## src/rtl/srx_pkg.sv

```systemverilog
package srx_pkg;

  typedef enum logic [2:0] {
    RX_IDLE,
    RX_START,
    RX_DATA,
    RX_PAR,
    RX_STOP
  } rx_state_e;

  typedef struct packed {
    logic par;
    logic frm;
  } rx_err_t;

endpackage

```

## src/rtl/srx_sync.sv

```systemverilog
module srx_sync #(
  parameter int STAGES = 2
) (
  input  logic clk,
  input  logic rst_n,
  input  logic din,
  output logic dout
);

  logic [STAGES-1:0] sync_q;

  always_ff @(posedge clk or negedge rst_n) begin
    if (!rst_n) sync_q <= '1;
    else        sync_q <= {sync_q[STAGES-2:0], din};
  end

  assign dout = sync_q[STAGES-1];

endmodule

```

## src/rtl/srx_frame_fsm.sv

```systemverilog
module srx_frame_fsm
  import srx_pkg::*;
#(
  parameter int OVERSAMPLE = 16,
  parameter int DATA_W     = 8
) (
  input  logic              clk,
  input  logic              rst_n,
  input  logic              tick,
  input  logic              rx,
  input  logic              enable,
  input  logic              len_full,
  input  logic              par_en,
  input  logic              par_odd,
  output logic              done,
  output logic [DATA_W-1:0] word,
  output rx_err_t           errs,
  output logic              busy
);

  localparam int TW = $clog2(OVERSAMPLE);
  localparam int BW = $clog2(DATA_W);
  localparam logic [TW-1:0] T_MID = TW'(OVERSAMPLE / 2 - 1);
  localparam logic [TW-1:0] T_END = TW'(OVERSAMPLE - 1);

  rx_state_e         st_q, st_n;
  logic [TW-1:0]     tc_q, tc_n;
  logic [BW-1:0]     bc_q, bc_n;
  logic [DATA_W-1:0] sh_q, sh_n;
  logic              acc_q, acc_n;
  logic              perr_q, perr_n;
  logic              ferr_q, ferr_n;
  logic              done_q, done_n;
  logic [BW-1:0]     last_bit;

  assign last_bit = len_full ? BW'(DATA_W - 1) : BW'(DATA_W - 2);

  // next-state logic
  always_comb begin
    st_n   = st_q;
    tc_n   = tc_q;
    bc_n   = bc_q;
    sh_n   = sh_q;
    acc_n  = acc_q;
    perr_n = perr_q;
    ferr_n = ferr_q;
    done_n = 1'b0;
    if (!enable) begin
      st_n = RX_IDLE;
      tc_n = '0;
    end else if (tick) begin
      case (st_q)
        RX_IDLE: begin
          if (!rx) begin
            st_n = RX_START;
            tc_n = '0;
          end
        end
        RX_START: begin
          if (tc_q == T_MID) begin
            tc_n   = '0;
            bc_n   = '0;
            acc_n  = 1'b0;
            perr_n = 1'b0;
            st_n   = rx ? RX_IDLE : RX_DATA;
          end else begin
            tc_n = tc_q + TW'(1);
          end
        end
        RX_DATA: begin
          if (tc_q == T_END) begin
            tc_n  = '0;
            sh_n  = {rx, sh_q[DATA_W-1:1]};
            acc_n = acc_q ^ rx;
            bc_n  = bc_q + BW'(1);
            if (bc_q == last_bit) st_n = par_en ? RX_PAR : RX_STOP;
          end else begin
            tc_n = tc_q + TW'(1);
          end
        end
        RX_PAR: begin
          if (tc_q == T_END) begin
            tc_n   = '0;
            perr_n = acc_q ^ rx ^ par_odd;
            st_n   = RX_STOP;
          end else begin
            tc_n = tc_q + TW'(1);
          end
        end
        RX_STOP: begin
          if (tc_q == T_END) begin
            tc_n   = '0;
            ferr_n = ~rx;
            done_n = 1'b1;
            st_n   = RX_IDLE;
          end else begin
            tc_n = tc_q + TW'(1);
          end
        end
        default: st_n = RX_IDLE;
      endcase
    end
  end

  // state registers
  always_ff @(posedge clk or negedge rst_n) begin
    if (!rst_n) begin
      st_q   <= RX_IDLE;
      tc_q   <= '0;
      bc_q   <= '0;
      sh_q   <= '0;
      acc_q  <= 1'b0;
      perr_q <= 1'b0;
      ferr_q <= 1'b0;
      done_q <= 1'b0;
    end else begin
      st_q   <= st_n;
      tc_q   <= tc_n;
      bc_q   <= bc_n;
      sh_q   <= sh_n;
      acc_q  <= acc_n;
      perr_q <= perr_n;
      ferr_q <= ferr_n;
      done_q <= done_n;
    end
  end

  assign done     = done_q;
  assign word     = len_full ? sh_q : {1'b0, sh_q[DATA_W-1:1]};
  assign errs.par = perr_q;
  assign errs.frm = ferr_q;
  assign busy     = (st_q != RX_IDLE);

endmodule

```

## src/rtl/srx_holding.sv

```systemverilog
module srx_holding
  import srx_pkg::*;
#(
  parameter int DATA_W = 8
) (
  input  logic              clk,
  input  logic              rst_n,
  input  logic              load,
  input  logic [DATA_W-1:0] word,
  input  rx_err_t           errs,
  input  logic              rd,
  output logic [DATA_W-1:0] data,
  output logic              full,
  output logic              perr,
  output logic              ferr,
  output logic              ovr
);

  logic [DATA_W-1:0] data_q, data_n;
  logic              full_q, full_n;
  logic              perr_q, perr_n;
  logic              ferr_q, ferr_n;
  logic              ovr_q, ovr_n;

  // next-state logic: a read in the same cycle frees the register first
  always_comb begin
    data_n = data_q;
    full_n = full_q;
    perr_n = perr_q;
    ferr_n = ferr_q;
    ovr_n  = ovr_q;
    if (rd) begin
      full_n = 1'b0;
      perr_n = 1'b0;
      ferr_n = 1'b0;
      ovr_n  = 1'b0;
    end
    if (load) begin
      if (full_q && !rd) begin
        ovr_n = 1'b1;
      end else begin
        data_n = word;
        full_n = 1'b1;
        perr_n = errs.par;
        ferr_n = errs.frm;
      end
    end
  end

  always_ff @(posedge clk or negedge rst_n) begin
    if (!rst_n) begin
      data_q <= '0;
      full_q <= 1'b0;
      perr_q <= 1'b0;
      ferr_q <= 1'b0;
      ovr_q  <= 1'b0;
    end else begin
      data_q <= data_n;
      full_q <= full_n;
      perr_q <= perr_n;
      ferr_q <= ferr_n;
      ovr_q  <= ovr_n;
    end
  end

  assign data = data_q;
  assign full = full_q;
  assign perr = perr_q;
  assign ferr = ferr_q;
  assign ovr  = ovr_q;

endmodule

```

## src/rtl/serial_rx_core.sv

```systemverilog
module serial_rx_core
  import srx_pkg::*;
#(
  parameter int OVERSAMPLE  = 16,
  parameter int DATA_W      = 8,
  parameter int SYNC_STAGES = 2
) (
  input  logic              clk,
  input  logic              rst_n,
  input  logic              tick,
  input  logic              rx_in,
  input  logic              rx_en,
  input  logic              len8,
  input  logic              par_en,
  input  logic              par_odd,
  input  logic              irq_en,
  input  logic              rd_stb,
  output logic [DATA_W-1:0] rd_data,
  output logic              full,
  output logic              err_parity,
  output logic              err_frame,
  output logic              err_overrun,
  output logic              irq
);

  logic              rx_s;
  logic              frm_done;
  logic [DATA_W-1:0] frm_word;
  rx_err_t           frm_errs;
  logic              fsm_busy;

  srx_sync #(.STAGES(SYNC_STAGES)) u_sync (
    .clk  (clk),
    .rst_n(rst_n),
    .din  (rx_in),
    .dout (rx_s)
  );

  srx_frame_fsm #(.OVERSAMPLE(OVERSAMPLE), .DATA_W(DATA_W)) u_fsm (
    .clk     (clk),
    .rst_n   (rst_n),
    .tick    (tick),
    .rx      (rx_s),
    .enable  (rx_en),
    .len_full(len8),
    .par_en  (par_en),
    .par_odd (par_odd),
    .done    (frm_done),
    .word    (frm_word),
    .errs    (frm_errs),
    .busy    (fsm_busy)
  );

  srx_holding #(.DATA_W(DATA_W)) u_hold (
    .clk  (clk),
    .rst_n(rst_n),
    .load (frm_done),
    .word (frm_word),
    .errs (frm_errs),
    .rd   (rd_stb),
    .data (rd_data),
    .full (full),
    .perr (err_parity),
    .ferr (err_frame),
    .ovr  (err_overrun)
  );

  assign irq = full & irq_en;

endmodule

```

## config.mk

```make
export PLATFORM = sky130hd
export DESIGN_NAME = serial_rx_core
export DESIGN_NICKNAME = d
export VERILOG_FILES = /design/src/rtl/srx_pkg.sv /design/src/rtl/srx_sync.sv /design/src/rtl/srx_frame_fsm.sv /design/src/rtl/srx_holding.sv /design/src/rtl/serial_rx_core.sv
export SDC_FILE = /design/constraint.sdc
export NUM_CORES = 1
export LEC_CHECK = 0
export ABC_AREA = 1
export CORE_MARGIN = 10
export CORE_UTILIZATION = 55
export CTS_CLUSTER_DIAMETER = 40
export DETAILED_ROUTE_END_ITERATION = 10
export HOLD_SLACK_MARGIN = 0.03
export PLACE_DENSITY_LB_ADDON = 0.3
export SETUP_SLACK_MARGIN = 0.4
export SLEW_MARGIN = 0
export SYNTH_ARGS = -nofsm -noshare
export SYNTH_HDL_FRONTEND = slang
export SYNTH_SLANG_ARGS = --single-unit
```

## constraint.sdc

```tcl
create_clock -name clk -period 1.5 [get_ports clk]
set_input_delay 0.225 -clock clk [delete_from_list [all_inputs] [get_ports clk]]
set_output_delay 0.225 -clock clk [all_outputs]
set_load 0.005 [all_outputs]
```

# == Word-level counts from Yosys, hierarchy flattened ==
# Cells that the tools add are included.
# Widths: inputs -> output; s select.
# totals
reg_bits,36
latch_bits,0
ram_bits,0
romBits,0
input_bits,10
output_inout_bits,13
wordCells,95
mem_count,0
# classes
n_addsub,2
n_mul,0
div_mod_pow,0
n_lt_le_gt_ge,0
eq_ne,18
n_shift,0
n_mux,43
bitwise,5
reduce_logical,13
# op_table
operator,n
$mux 3,11
$mux 1,20
$mux 4,5
$ne 3x2->1 const B,5
$pmux 3 s5,1
$pmux 4 s3,1
$reduce_and 5->1,2
$mux 8,1
$reduce_and 4->1,2
$reduce_and 7->1,1
$eq 3x2->1 const B,2
$ne 2x1->1 const B,3
$pmux 3 s2,1
$add 4x1->4 const B,1
$eq 4x3->1 const B,1
$eq 4x4->1 const B,1
$ne 4x2->1 const B,1
$pmux 1 s2,2
$reduce_bool 2->1,2
$add 3x1->3 const B,1
$eq 3x1->1 const B,1
$eq 3x3->1,1
$eq 3x3->1 const B,1
$logic_not 3->1,1
other kinds (11),13

# == Logic depth before layout (Yosys ltp) ==
# Gate-level depths: netlist (run 1).
# depth
word_depth,7
mapped_depth,9
depth_no_buf,9

# == Hierarchy ==
# From an unflattened synthesis (run 1), not the netlist that was laid out.
# unflattened
cells_unflattened,236
hier_area_um2,1883.1
# by_module_without_submodules
module,instances,cells_each,area_per_inst_um2
srx_frame_fsm,1,177,1327.5
srx_holding,1,55,495.5
srx_sync,1,2,52.6
serial_rx_core,1,2,7.5

# == Least setup slack after synthesis (run 1) ==
# OpenSTA, ideal clock, no wires.
# synth_timing
path_kind,register -> register
startpoint,reg u_fsm.tc_q[0]
endpoint,reg u_fsm.bc_q[0]
setup_ps,117
arrival_ps,1226
required_time_ps,1383
setup_slack_ps,157
stages_incl_launch_ff,9
path_buffers,0
period_less_slack_ps,1343
cell_sequence,dfrtp_1 > ha_1 > nand2_1 > nor2_1 > nor2_4 > nor2_4 > nand2_4 > o21ai_1 > inv_1
# synth_via
elab_chain_len,3
elab_cells_between_ends,5
# synth_lines
element,line_no,rtl
from (decl),srx_frame_fsm.sv:27,"logic [TW-1:0] tc_q, tc_n;"
from (signal assigned),srx_frame_fsm.sv:118,tc_q <= tc_n;
$eq 4x4->1 / $eq 4x3->1 (equally long branches),"srx_frame_fsm.sv:71, srx_frame_fsm.sv:60",
$ne 2x1->1 (no source line),--,
$reduce_and 5->1 (no source line) (*),--,
to (signal assigned),srx_frame_fsm.sv:119,bc_q <= bc_n;
to (decl),srx_frame_fsm.sv:28,"logic [BW-1:0] bc_q, bc_n;"
# Mark *: on every way between the ends. The rest lies on a longest branch, timed or not.
# A chain may end at the register's enable or synchronous reset.

# == Worst setup path after layout (run 1) ==
# layout_timing
startpoint,reg u_fsm.tc_q[0]
endpoint,reg u_fsm.sh_q[1]
# layout_via
elab_chain_len,2
# layout_lines
element,line_no,rtl
$eq 4x4->1,srx_frame_fsm.sv:71,if (tc_q == T_END) begin
$reduce_and 4->1 (no source line),--,
to (signal assigned),srx_frame_fsm.sv:120,sh_q <= sh_n;
to (decl),srx_frame_fsm.sv:29,"logic [DATA_W-1:0] sh_q, sh_n;"
# No other way between the ends.

==> results of run 1 <==
[sequential cells by signal, summed over array words and instances, names as in the netlist, 2 cells and up]
name / count
u_fsm.bc_q: 3
u_fsm.tc_q: 4
u_sync.sync_q: 2
u_hold.data: 8
u_fsm.st_q: 3
u_fsm.sh_q: 8
[critical path, stage by stage, from the launching register on]
cell	delay [ns]
dfrtp_1	0.44
ha_4	0.20
nand3_4	0.17
clkinv_4	0.13
nand3_4	0.17
nor2_4	0.15
a21oi_2	0.04
[kinds of logic (layout without fill, tap and decap cells)]
family / after synthesis / count (layout) / share of synthesized area (%)
AND/OR/NAND/NOR: 113 / 114 / 28.6
AO/OA/AOI/OAI: 37 / 37 / 11.9
flip-flops: 36 / 36 / 48.6
buffers and inverters: 35 / 85 / 7.68
XOR/XNOR: 4 / 4 / 1.89
adder cells (fa/ha/maj): 2 / 2 / 1.35
[cell type report]
class,count,area (um2)
well taps,46,57.6
flip-flops and latches,36,907
fillers,222,723
repair buffers,48,393
inverters,29,116
multi-input cells,157,1050
clock buffers,8,58.8
[cell usage in the layout, fill, tap and decap left out, types with 8 or more instances in the layout]
master	netlist	routed
o21ai_1	9	13
buf_6	1	8
buf_4	0	17
dfrtp_1	34	31
nor2_2	3	11
buf_2	3	12
nand3_1	18	13
nor2_4	3	10
nand2_1	58	52
clkdlybuf4s50_1	0	9
inv_1	26	23
[through the flow]
step / worst slack, ns / TNS [ns] / utilization (%) / hold WS (ns) / cell area (um2)
after CTS: 0.134 / 0 / 72.6 / 0.270 / 2400
final: 0.106 / 0 / 78.2 / 0.254 / 2590
after global placement: 0.00972 / 0 / 67.0 / 0.347 / 2220
after detailed placement: -0.00725 / -0.00725 / 67.0 / 0.347 / 2220
after floorplan: 0.240 / 0 / - / -0.0706 / 1900
after global routing: 0.0405 / 0 / 78.2 / 0.275 / 2590
[power groups by stage]
stage          Sequential [mW]  Clock [mW]  Combinational, mW
6_report                  1.05       0.545              0.350
5_1_grt                   1.06       0.586              0.383
4_1_cts                   1.05       0.549              0.304
3_5_place_dp              1.07           0              0.282
3_3_place_gp              1.06           0              0.274
2_1_floorplan             1.06           0              0.167
[repair_timing]
| action | CTS | global route |
|---|---|---|
| pin swaps | 13 | 18 |
| gates cloned | 3 | 1 |
| setup buffers | 9 | 6 |
| hold endpoints to repair | 0 | 0 |
| gates resized for setup | 78 | 41 |
| endpoints found under the setup margin | 43 | 42 |
[routing by layer]
metal | track usage (%) | vias up
li1 | - | 829
met1 | 18.2 | 816
met2 | 23.4 | 55
met3 | 3.08 | 9
met4 | 5.02 | 0
met5 | 0 | -
[path summary, 6_finish.rpt]
kind                             startpoint                to  slack [ns]  cells past startpoint
setup / recovery              u_fsm.tc_q[0]     u_fsm.sh_q[1]        0.11                      6
hold / removal                        rst_n     u_fsm.bc_q[2]        0.25                      2
setup reg to reg              u_fsm.tc_q[0]     u_fsm.sh_q[1]        0.11                      6
hold reg to reg            u_sync.sync_q[0]  u_sync.sync_q[1]        0.36                      0
max in group asynchronous             rst_n  u_sync.sync_q[1]        0.99                      2
min in group clk                      rx_in  u_sync.sync_q[0]        0.29                      1
==> flow_summary.json, run 1 <==
{
  "dr_wl_met3_um": 200,
  "setup_viol_count_final": 0,
  "finClkSkew_ns": 0.0111,
  "die_height_um": 78.1,
  "pwr-share-clk_pct": 28.0,
  "dp_cells": 297,
  "worst_ep_required_time_ns": 1.72,
  "finalHoldViolations": 0,
  "grt_usage_pct": 14.3,
  "synthTopCellsByCount": "58 x nand2_1, 34 x dfrtp_1, 26 x inv_1",
  "avgRoutedWirePerCell_um": 14.5,
  "switching_share_pct": 28.6,
  "area_delta_synth_final_pct": 39.3,
  "seq_power_share_pct": 54.1,
  "routed_via_density": 5.27,
  "port_buffers": 22,
  "period_share_pct": 93.0,
  "clk_pin_slew_ns": 0.11,
  "async_flop_share_pct": 100,
  "met2_length_um": 2290,
  "arrival_ns": 1.61,
  "yosysWarnings": 0,
  "initial_utilization_pct": 56.1,
  "crit_fanout": 8,
  "place_congestion": 0.875,
  "antenna_cells": 0,
  "die_w_um": 78.1,
  "cts_buffers": 5,
  "final_nets": 289,
  "hold_path.class": "in2async",
  "slew_headroom_pct": 80.4,
  "fp-row-count": 21,
  "rsz0062_at_grt": "true",
  "maxSlewViolCount": 0,
  "worstSkewPairLatency_ns": 0.33,
  "grt_pass1_vias": 1588,
  "clockBufferDepth": 2,
  "grt_first_pass_wirelength_um": 7260,
  "crit_path_end_kind": "flop",
  "cp-start-kind": "flop",
  "top_level_ports": 23,
  "first_pass_iters": 4,
  "fmax_mhz": 717,
  "p_total_mw": 1.95,
  "vias": 1709,
  "antenna_found_initial": 0,
  "p_int_mw": 1.39,
  "synth.area.top_cells": "dfrtp_1 46%, nand2_1 12%, inv_1 5.3%",
  "comb_power_share_pct": 18.0,
  "status": "complete, no violations",
  "h-tree-depth": 2,
  "max_cap_violations": 0,
  "synth.avg_cell_area_um2": 8.19,
  "ir_drop_mv": 0.549,
  "worstMarginPinSlew_ns": 0.294,
  "highest_layer": "met4",
  "wl_met1_um": 2100,
  "drive_above_1_share_pct": 40.3,
  "clock_sinks": 36,
  "synth_edf_count": 0,
  "synth_top_area_cell": "dfrtp_1",
  "core_area_mm2": 0.00331,
  "synth.distinct_cells": 28,
  "ys_dominant_reg_cell": "dfrtp_1",
  "wl_um": 4690,
  "period_minus_slack_ns": 1.39,
  "grt_overflow_total": 0,
  "syn-num-nets": 239,
  "total_switching_power_uw": 558,
  "cts_hold_buf": 0,
  "syn-instance-count": 227,
  "die-area_mm2": 0.00610,
  "cts-root-buf": "clkbuf_4",
  "ant_nets": 0,
  "power_density_mw_per_mm2": 753,
  "synth.most_common_cell": "nand2_1",
  "drt_iter0_drc": 129,
  "ys_seq_elements": 36,
  "synth_top_area_share_pct": 45.8,
  "cts_tree": "done",
  "ys_seq_area_share_pct": 48.6,
  "drc": 0,
  "p_leak_nw": 1.26,
  "fin_cells": 324,
  "worstSetupPathType": "reg2reg",
  "hpwl_um": 2760,
  "netlist_area_mm2": 0.00186,
  "grt_max_degree": 37
}
Power figures use the tool's default switching activity.
==> inputs of run 2 (changes only) <==
- MAX_ROUTING_LAYER: unset -> met4
- PLACE_DENSITY_LB_ADDON: 0.3 -> 0.2
==> flow_summary.json, run 2 (synthesized netlist as in run 1, its figures left out) <==
{
  "port_buffers": 22,
  "final_common_cell": "nand2_1",
  "fin_cells": 332,
  "period_share_pct": 92.8,
  "dp_cells": 295,
  "drc": 0,
  "antenna_cells": 0,
  "finClkSkew_ns": 0.00899,
  "fp-row-count": 21,
  "vias": 1740,
  "cts_tree": "done",
  "routed_via_density": 5.24,
  "mostFrequentLayoutCells": "51 x nand2_1, 30 x dfrtp_1, 23 x buf_4",
  "final_nets": 297,
  "whs_ns": 0.232,
  "cts_buffers": 5,
  "postLayoutCoreUtil_pct": 81.3,
  "status": "complete, no violations",
  "die_height_um": 78.1,
  "cts-root-buf": "clkbuf_4",
  "first_pass_iters": 4,
  "clockBufferDepth": 2,
  "ir_drop_mv": 0.666,
  "worstSetupPathType": "reg2reg",
  "power_density_mw_per_mm2": 817,
  "ant_nets": 0,
  "rsz0062_at_grt": "true",
  "clock_sinks": 36,
  "avgRoutedWirePerCell_um": 14.8,
  "worst_slack_ns": 0.107,
  "worst_ep_required_time_ns": 1.75,
  "grt_usage_pct": 15.3,
  "worstSkewPairLatency_ns": 0.35,
  "setup_viol_count_final": 0,
  "pre_cts_slack_ns": -0.000757,
  "top_level_ports": 23,
  "clk_pin_slew_ns": 0.11,
  "maxSlewViolCount": 0,
  "fmax_mhz": 718,
  "area_delta_synth_final_pct": 44.9,
  "die_w_um": 78.1,
  "p_leak_nw": 1.33,
  "drt_iter0_drc": 117,
  "initial_utilization_pct": 56.1,
  "finalHoldViolations": 0,
  "crit_path_end_kind": "flop",
  "max_cap_violations": 0,
  "grt_overflow_total": 0,
  "arrival_ns": 1.64,
  "antenna_found_initial": 0,
  "core_area_mm2": 0.00331,
  "cp-start-kind": "flop",
  "fillers": 209,
  "grt_pass1_vias": 1655,
  "slew_headroom_pct": 81.0,
  "wl_um": 4920,
  "multiInputGateArea_mm2": 0.00103,
  "regArea_um2": 908,
  "grt_first_pass_wirelength_um": 7520,
  "die-area_mm2": 0.00610,
  "period_minus_slack_ns": 1.39,
  "crit_fanout": 6,
  "worstMarginPinSlew_ns": 0.285,
  "hpwl_um": 2700,
  "h-tree-depth": 2,
  "hold_path.class": "in2async",
  "place_congestion": 0.842,
  "grt_max_degree": 37,
  "drive_above_1_share_pct": 43.0
}
[run 2: power by group]
part	total, mW	leakage [nW]	switching [mW]	internal (mW)
sequential	1.05	0.455	0.0442	1.01
combinational	0.379	0.823	0.207	0.172
clock	0.768	0.0515	0.326	0.442
[run 2: final cells by class]
cell class	count	share of cell area (%)
multi-input cells	157	38.4
flip-flops and latches	36	33.7
repair buffers	56	17.8
inverters	29	4.41
clock buffers	7	2.42
well taps	46	2.14
clock inverters	1	1.12
[run 2: final timing paths]
path / startpoint / to / slack, ns / cells past startpoint
max reg2reg: u_fsm.tc_q[1] / u_fsm.bc_q[0] / 0.11 / 8
max in group asynchronous: rst_n / u_sync.sync_q[0] / 1.02 / 2
min: rst_n / u_fsm.bc_q[1] / 0.23 / 2
max: u_fsm.tc_q[1] / u_fsm.bc_q[0] / 0.11 / 8
min in group clk: rx_in / u_sync.sync_q[0] / 0.28 / 1
min reg2reg: u_sync.sync_q[0] / u_sync.sync_q[1] / 0.36 / 0
[run 2: worst max-delay path, stage by stage (launching register included)]
cell and delay [ns]:
dfrtp_1 0.41, ha_4 0.20, nand2_4 0.07, nor2_4 0.12, nor2_4 0.07, nor2_4 0.15, nand2_4 0.09, o21ai_2 0.13
inv_1 0.06
[run 2: repair_timing]
item	in CTS	in global routing
buffers inserted	14	11
setup endpoints to repair	39	45
cloned	3	1
hold buffers	0	0
resized for setup	82	39
pin swaps	17	21
[run 2: routing by layer]
| layer | wire length, um | track usage, % | share of wire (%) |
|---|---|---|---|
| met2 | 2570 | 25.5 | 52 |
| met4 | 44 | 5.73 | 0.90 |
| met3 | 267 | 4.78 | 5.4 |
| met1 | 2030 | 16.8 | 41 |
| met5 | 0 | - | 0 |
[run 2: per-stage QoR]
| step | area [um2] | TNS [ns] | power, mW |
|---|---|---|---|
| 3_5_place_dp | 2200 | -0.000757 | 1.34 |
| 6_report | 2690 | 0 | 2.20 |
| 3_3_place_gp | 2200 | 0 | 1.34 |
| 2_1_floorplan | 1900 | 0 | 1.23 |
| 4_1_cts | 2490 | 0 | 2.15 |
| 5_1_grt | 2690 | 0 | 2.29 |
==> inputs of run 3 (changes only) <==
- CORE_MARGIN: 10 -> 2
- TNS_END_PERCENT: unset -> 50
==> flow_summary.json, run 3 (synthesized netlist as in run 1, its figures left out) <==
{
  "status": "finished, violations left",
  "violations": "setup timing",
  "ant_nets": 0,
  "grt_overflow_total": 0,
  "cp_slowest_cell": "dfrtp_1",
  "p_leak_nw": 1.28,
  "worst_ep_required_time_ns": 1.74,
  "grt_max_degree": 23,
  "max_cap_violations": 0,
  "routed_via_density": 5.39,
  "final_common_cell": "nand2_1",
  "ir_drop_mv": 0.579,
  "worstMarginPinSlew_ns": 0.269,
  "final_nets": 294,
  "worst_slack_ns": -0.000170,
  "antenna_cells": 0,
  "die-area_mm2": 0.00386,
  "h-tree-depth": 2,
  "dpl_cell_area_mm2": 0.00220,
  "final_area_mm2": 0.00256,
  "worstSetupPathType": "reg2reg",
  "hold_path.class": "in2async",
  "drc": 0,
  "rr_worst_depth": 8,
  "core_area_mm2": 0.00328,
  "rsz0062_at_grt": "true",
  "cts_hold_buf": 0,
  "cp-start-kind": "flop",
  "grt_usage_pct": 23.5,
  "crit_fanout": 3,
  "die_w_um": 62.1,
  "maxSlewViolCount": 0,
  "hpwl_um": 2550,
  "crit_top_cell": "nand3_1",
  "vias": 1773,
  "port_buffers": 22,
  "clockBufferDepth": 2,
  "antenna_found_initial": 0,
  "fin_cells": 329,
  "critPathMaxStageDelay_ns": 0.43,
  "fmax_mhz": 667,
  "finClkSkew_ns": 0.0146,
  "avgRoutedWirePerCell_um": 14.0,
  "area_delta_synth_final_pct": 37.8,
  "setup_viol_count_final": 1,
  "slew_headroom_pct": 81.9,
  "cts_buffers": 5,
  "finalHoldViolations": 0,
  "whs_ns": 0.199,
  "cts-root-buf": "clkbuf_4",
  "wl_met1_um": 1980,
  "grt_pass1_vias": 1572,
  "initial_utilization_pct": 56.6,
  "power_density_mw_per_mm2": 808,
  "clk_pin_slew_ns": 0.12,
  "top_level_ports": 23,
  "clock_sinks": 36,
  "grt_first_pass_wirelength_um": 7030,
  "place_congestion": 0.869,
  "arrival_ns": 1.74,
  "period_minus_slack_ns": 1.50,
  "drt_iter0_drc": 142,
  "crit_path_end_kind": "flop",
  "highest_layer": "met4",
  "critical_path.cell_chain": "ha_4 > buf_6 > buf_6 > nand3_1 > nand3_1 > nand2_1 > nand3_1 > o21ai_0",
  "drive_above_1_share_pct": 38.2,
  "first_pass_iters": 4,
  "fp-row-count": 21,
  "dp_cells": 297,
  "worstSkewPairLatency_ns": 0.35,
  "wl_um": 4610,
  "period_share_pct": 100,
  "cts_tree": "done",
  "dr_wl_met3_um": 259,
  "met2_length_um": 2280,
  "pre_cts_slack_ns": 0.0000698,
  "postLayoutCoreUtil_pct": 78.0,
  "die_height_um": 62.1,
  "mostFrequentLayoutCells": "49 x nand2_1, 31 x dfrtp_1, 27 x buf_4"
}
## run 3: area by class of cell
cell class              instances  area (um2)
repair buffers                 53         407
flip-flops and latches         36         907
fillers                       211         723
multi-input cells             157         995
inverters                      29         119
clock buffers                   6        41.3
well taps                      46        57.6
clock inverters                 2        35.0
## run 3: final timing paths
path                            slack [ns]              from               end
worst max register to register     -0.0002     u_fsm.tc_q[0]     u_fsm.tc_q[0]
max in group asynchronous             1.03             rst_n     u_fsm.tc_q[1]
worst min-delay path                  0.20             rst_n     u_fsm.sh_q[2]
worst min register to register        0.37  u_sync.sync_q[0]  u_sync.sync_q[1]
min in group clk                      0.26             rx_in  u_sync.sync_q[0]
worst max-delay path               -0.0002     u_fsm.tc_q[0]     u_fsm.tc_q[0]
## run 3: what timing repair did
action                     in CTS  in global routing
resized for setup              63                 37
gates cloned                    1                  2
pin swaps                       4                 22
buffers inserted               15                  6
setup endpoints to repair      45                 45
## run 3: routing by layer
metal | GRT usage [%] | up-vias
met2 | 36.1 | 65
met1 | 30.6 | 857
met3 | 5.80 | 11
met5 | - | -
met4 | 8.61 | 0
li1 | - | 840
## run 3: worst max-delay path, delay by kind of cell (launching register included)
| kind | cells | cell delay [ns] |
|---|---|---|
| simple gates | 4 | 0.39 |
| compound gates | 1 | 0.15 |
| flops | 1 | 0.43 |
| fa+ha+maj | 1 | 0.20 |
| buf+inv | 2 | 0.23 |
## run 3: power breakdown
group	switching [mW]	internal, mW	total (mW)	leakage, nW
Sequential	0.0420	1.01	1.05	0.457
Combinational	0.195	0.147	0.342	0.782
Clock	0.329	0.349	0.678	0.0422
## run 3: per-stage QoR
stage | TNS [ns] | power (mW)
floorplan | 0 | 1.23
global placement | 0 | 1.33
detailed placement | 0 | 1.34
CTS | 0 | 2.01
global route | 0 | 2.16
finish | -0.000170 | 2.07
